File: src/rtl/slow_bus_pkg.sv
package slow_bus_pkg;

   typedef enum logic [1:0] {
      ACC_FAST  = 2'd0,
      ACC_HOST  = 2'd1,
      ACC_CACHE = 2'd2
   } acc_kind_e;

endpackage

File: src/rtl/sbs_phase_edge.sv
module sbs_phase_edge #(
   parameter int SYNC_STAGES = 0
) (
   input  logic clk,
   input  logic rst_n,
   input  logic phi_ref,
   output logic phi_rise
);
   logic phi_s;
   logic phi_prev;

   generate
      if (SYNC_STAGES < 0) begin : g_bad
         $error("SYNC_STAGES must not be negative");
      end
      if (SYNC_STAGES == 0) begin : g_direct
         assign phi_s = phi_ref;
      end else begin : g_sync
         logic [SYNC_STAGES-1:0] sh;
         always_ff @(posedge clk) begin
            if (!rst_n) sh <= '1;
            else        sh <= {sh[SYNC_STAGES-2 >= 0 ? SYNC_STAGES-2 : 0:0], phi_ref};
         end
         assign phi_s = sh[SYNC_STAGES-1];
      end
   endgenerate

   always_ff @(posedge clk) begin
      if (!rst_n) phi_prev <= 1'b1;
      else        phi_prev <= phi_s;
   end

   assign phi_rise = phi_s & ~phi_prev;
endmodule

File: src/rtl/sbs_addr_class.sv
module sbs_addr_class
   import slow_bus_pkg::*;
#(
   parameter int ADDR_W = 16
) (
   input  logic [ADDR_W-1:0] addr,
   input  logic              we,
   input  logic              mode_128,
   output acc_kind_e         kind,
   output logic              is_vdc
);
   localparam logic [ADDR_W-1:0] A_PORT  = ADDR_W'(16'h0001);
   localparam logic [ADDR_W-1:0] A_MMU   = ADDR_W'(16'hFF00);
   localparam logic [ADDR_W-1:0] A_LCR_L = ADDR_W'(16'hFF01);
   localparam logic [ADDR_W-1:0] A_LCR_H = ADDR_W'(16'hFF04);
   localparam logic [ADDR_W-1:0] A_VDC0  = ADDR_W'(16'hD600);
   localparam logic [ADDR_W-1:0] A_VDC1  = ADDR_W'(16'hD601);
   localparam logic [ADDR_W-1:0] A_COL_L = ADDR_W'(16'hD800);
   localparam logic [ADDR_W-1:0] A_COL_H = ADDR_W'(16'hDBFF);

   generate
      if (ADDR_W < 16) begin : g_bad
         $error("ADDR_W must be at least 16");
      end
   endgenerate

   logic hit_both_dir;
   logic hit_read_slow;
   logic hit_colour;

   always_comb begin
      is_vdc        = mode_128 & ((addr == A_VDC0) | (addr == A_VDC1));
      hit_both_dir  = mode_128 & ((addr == A_PORT) | (addr == A_MMU));
      hit_read_slow = is_vdc | (mode_128 & (addr >= A_LCR_L) & (addr <= A_LCR_H));
      hit_colour    = (addr >= A_COL_L) & (addr <= A_COL_H);

      if (hit_both_dir)                    kind = ACC_HOST;
      else if (hit_read_slow && !we)       kind = ACC_HOST;
      else if (hit_read_slow && we)        kind = ACC_CACHE;
      else if (hit_colour && we)           kind = ACC_CACHE;
      else                                 kind = ACC_FAST;
   end
endmodule

File: src/rtl/sbs_vdc_guard.sv
module sbs_vdc_guard #(
   parameter int HOLD_CYCLES = 1
) (
   input  logic clk,
   input  logic rst_n,
   input  logic phi_rise,
   input  logic vdc_done,
   output logic vdc_ok
);
   localparam int LOAD  = HOLD_CYCLES + 1;
   localparam int CNT_W = $clog2(LOAD + 1);

   generate
      if (HOLD_CYCLES < 1) begin : g_bad
         $error("HOLD_CYCLES must be at least 1");
      end
   endgenerate

   logic [CNT_W-1:0] gap_cnt;

   always_ff @(posedge clk) begin
      if (!rst_n)                          gap_cnt <= '0;
      else if (vdc_done)                   gap_cnt <= CNT_W'(LOAD);
      else if (phi_rise && gap_cnt != '0)  gap_cnt <= gap_cnt - 1'b1;
   end

   assign vdc_ok = (gap_cnt == '0) | ((gap_cnt == CNT_W'(1)) & phi_rise);
endmodule

File: src/rtl/slow_bus_sync.sv
module slow_bus_sync
   import slow_bus_pkg::*;
#(
   parameter int ADDR_W      = 16,
   parameter int SYNC_STAGES = 0,
   parameter int HOLD_CYCLES = 1
) (
   input  logic              clk,
   input  logic              rst_n,
   input  logic              cpu_req,
   input  logic [ADDR_W-1:0] cpu_addr,
   input  logic              cpu_we,
   input  logic              mode_128,
   input  logic              phi_ref,
   input  logic              wc_busy,
   input  logic              wc_done,
   output logic              cpu_ready,
   output logic              host_start,
   output logic              wr_accept
);
   logic      ph_edge;
   acc_kind_e kind;
   logic      is_vdc;
   logic      vdc_ok;
   logic      go;
   logic      gate;

   sbs_phase_edge #(.SYNC_STAGES(SYNC_STAGES)) u_edge (
      .clk      (clk),
      .rst_n    (rst_n),
      .phi_ref  (phi_ref),
      .phi_rise (ph_edge)
   );

   sbs_addr_class #(.ADDR_W(ADDR_W)) u_class (
      .addr     (cpu_addr),
      .we       (cpu_we),
      .mode_128 (mode_128),
      .kind     (kind),
      .is_vdc   (is_vdc)
   );

   sbs_vdc_guard #(.HOLD_CYCLES(HOLD_CYCLES)) u_guard (
      .clk      (clk),
      .rst_n    (rst_n),
      .phi_rise (ph_edge),
      .vdc_done (cpu_ready & is_vdc),
      .vdc_ok   (vdc_ok)
   );

   always_comb begin
      gate = ~is_vdc | vdc_ok;
      case (kind)
         ACC_HOST:  go = ph_edge & gate;
         ACC_CACHE: go = (~wc_busy | wc_done) & gate;
         default:   go = 1'b1;
      endcase
      cpu_ready  = cpu_req & go;
      host_start = cpu_ready & (kind == ACC_HOST);
      wr_accept  = cpu_ready & (kind == ACC_CACHE);
   end
endmodule

File: config.mk
export PLATFORM = sky130hd
export DESIGN_NAME = slow_bus_sync
export DESIGN_NICKNAME = d
export VERILOG_FILES = /design/src/rtl/slow_bus_pkg.sv /design/src/rtl/sbs_phase_edge.sv /design/src/rtl/sbs_addr_class.sv /design/src/rtl/sbs_vdc_guard.sv /design/src/rtl/slow_bus_sync.sv
export SDC_FILE = /design/constraint.sdc
export NUM_CORES = 1
export LEC_CHECK = 0
export ABC_CLOCK_PERIOD_IN_PS = 9700
export CAP_MARGIN = 5
export CORE_AREA = 3 3 40 42
export CTS_CLUSTER_SIZE = 12
export DETAILED_ROUTE_END_ITERATION = 12
export DIE_AREA = 0 0 43 45
export DONT_BUFFER_PORTS = 1
export PLACE_DENSITY = 0.48
export SLEW_MARGIN = 20
export SYNTH_ARGS = -nofsm -noshare
export SYNTH_HDL_FRONTEND = slang
export SYNTH_SLANG_ARGS = --single-unit
File: constraint.sdc
create_clock -name clk -period 9.7 [get_ports clk]
set_input_delay 1.94 -clock clk [delete_from_list [all_inputs] [get_ports clk]]
set_output_delay 1.94 -clock clk [all_outputs]
set_load 0.005 [all_outputs]
==> impl_results.md <==
* Startpoint Class: input pin
* Post-CTS setup buffers at 0
* Routed via count at 407
* Yosys warning count at 0
* Placed Cells at 67
* Layout filler cell count at 141
* First-pass GRT wire length at 1.41 mm
* Tmin final at 6310 ps
* Detail Route Antenna Nets at 0
* Htree depth at 1
* Clk sinks at 3
* F_max at 158 MHz
* Yosys reg bits at 3
* CP Capture Type: primary output
* CTS clk-pin slew, worst paths at 40 ps
* Cell Area, Synth at 410 um2
* GPL Wtd Cong at 0.729
* Clock root buffer master: clkbuf_4
* Worst relative slew slack at 0.655
* Core ar. at 1280 um2
* Fraction of layout cells with a size suffix above 1 at 0.125
* CP max stage cell: or4_4
* Hold Path Class: reg2reg
* Crit-path max FO at 4
* Lkg Pwr at 0.149 nW
* Initial DRC count at 4
* Detailed Place HPWL at 799 um
* Port Buf Inserts at 0
* Area of the multi-input gates at 339 um2
* Final design utilization at 0.354
* CP arrival at 4370 ps
* Clock tree from TritonCTS: done
* CTS Buf Count at 3
* Largest net degree at the start of global routing at 6
* Vias in the first global route at 353
* Cell Rows at 13
* Syn Inst Count at 52
* Post-route fraction of the period consumed by the critical path at 0.651
* Hold_ws at 527 ps
* Post-synth net total at 80
* Clk buf depth at 2
* Synthesis-to-finish area growth at 11.0%
* Most Frequent Cell on Critical Path: or4_4
* Die W at 43 um
* Initial antenna violation count at 0
* Mean Syn Cell Area at 7.89 um2
* Ports at 27
* Drt total wl at 932 um
* Worst path max stage delay at 540 ps
* CP cell instances: or4_4 > or4_4 > a21o_2 > o21a_1 > ha_1 > a211o_1 > nor3_1 > nor3b_1
* Non-filler cells, final at 71
* Final setup vio count at 0
* Pwr dens at 80.6 nW/um2
* Die area at 1940 um2
* GRT overflow at 0
* Final #Nets at 85
* Clock Skew at 2.53 ps
* Total negative slack at 0 ps
* CP Class: in2out
* Tightest Pin Transition at 511 ps
* Initial Util at 0.319
* DRC viols at 0
* Final Hold Fails at 0
* Run status: finished clean
* Fin. max-slew vios at 0
* Tot GR Track Use at 0.0964
* Die height at 45 um
* Post-cts sizing count at 0
* Sequential cell area fraction in the yosys report at 0.146
* Antenna diodes at 0
* CP required at 7760 ps
* Hold buffers post-CTS at 0
* DR pass1 iterations at 3
* Max VDD drop at 0.0000436 V
* Seq. cell area at 60.1 um2
* Wirelength per Cell at 13.1 um
* Max Cap Viol at 0
* Unrepaired setup endpoints after global routing: no
* Via density at 5.73
* Netlist cell types at 29
* Worst-skew pair later-pin latency at 230 ps
## final cells by class
| type | count | area share |
|---|---|---|
| clock buffer | 4 | 0.0577 |
| multi-input combinational | 46 | 0.745 |
| sequential | 3 | 0.132 |
| inverter | 3 | 0.0247 |
| tap | 15 | 0.0412 |
## placed cells by master (no fill, tap or decap), types with 2 or more instances in the layout
cell type  netlist  final
nor3b_1          4      4
ha_1             4      4
inv_1            3      3
nand2_1          3      3
nor4_1           3      3
o21ai_0          3      3
clkbuf_4         0      3
dfxtp_1          3      3
or4_4            2      2
nand4_1          2      2
nand3b_1         2      2
nand2b_1         2      2
nor3_1           2      2
o21a_1           2      2
o211ai_1         2      2
## Yosys cell counts (all sizes together)
cell type  number  area, um2
a21o            1       8.76
o21bai          1       7.51
a211o           1       8.76
o21ai           3       15.0
nand4           2       12.5
nor4            3       18.8
xnor2           1       8.76
o31ai           1       7.51
ha              4       50.1
o211ai          2       15.0
o211a           1       10.0
a21oi           1       5.00
or3             1       6.26
o21a            2       15.0
o311a           1       10.0
or2             1       6.26
nand3           1       5.00
or4b            1       10.0
nand3b          2       15.0
nand2           3       11.3
nor3b           4       30.0
dfxtp           3       60.1
nor2            1       3.75
inv             3       11.3
nand2b          2       12.5
nor2b           1       6.26
or4             3       30.0
nor3            2       10.0
## cells by family after synthesis
group,Yosys count,synth area share
buffers and inverters,3,0.0274
adder cells (fa/ha/maj),4,0.122
XOR/XNOR,1,0.0213
flip-flops,3,0.146
AND/OR/NAND/NOR,27,0.433
AO/OA/AOI/OAI,14,0.250
## metal layers
metal / vias to the layer above / GRT usage / part of all wire
met4: 0 / 0.0723 / 0
li1: 215 / - / -
met5: - / 0 / 0
met2: 15 / 0.138 / 0.45
met3: 0 / 0.0199 / 0.086
met1: 177 / 0.127 / 0.46
## state kept, by name, indices dropped and copies added (netlist names)
signal           flops
u_edge.phi_prev      1
u_guard.gap_cnt      2
## stage by stage
step | area [um2] | worst slack (ps) | total power, W
floorplan | 410 | 3540 | 0.0000156
global placement | 429 | 3400 | 0.0000159
detailed placement | 429 | 3380 | 0.0000159
CTS | 455 | 3380 | 0.0000379
global route | 455 | 3250 | 0.0000397
finish | 455 | 3390 | 0.0000367
## power breakdown
part           switching [W]  leakage, nW  internal [W]
clock network     0.00000562       0.0150     0.0000154
logic             0.00000129        0.110    0.00000167
registers        0.000000116       0.0245     0.0000126
## final timing paths
path	start	endpoint	slack, ps	cells after the start
worst max register to register	u_guard.gap_cnt[0]	u_guard.gap_cnt[1]	8300	6
worst max-delay path	cpu_addr[8]	wr_accept	3390	8
worst min register to register	u_guard.gap_cnt[1]	u_guard.gap_cnt[1]	530	2
worst min-delay path	u_guard.gap_cnt[1]	u_guard.gap_cnt[1]	530	2
## critical path: cells and delay by family
kind            cells  cell delay, ps
fa+ha+maj           1             300
simple gates        4            1480
compound gates      3             650
Power figures use the tool's default switching activity.
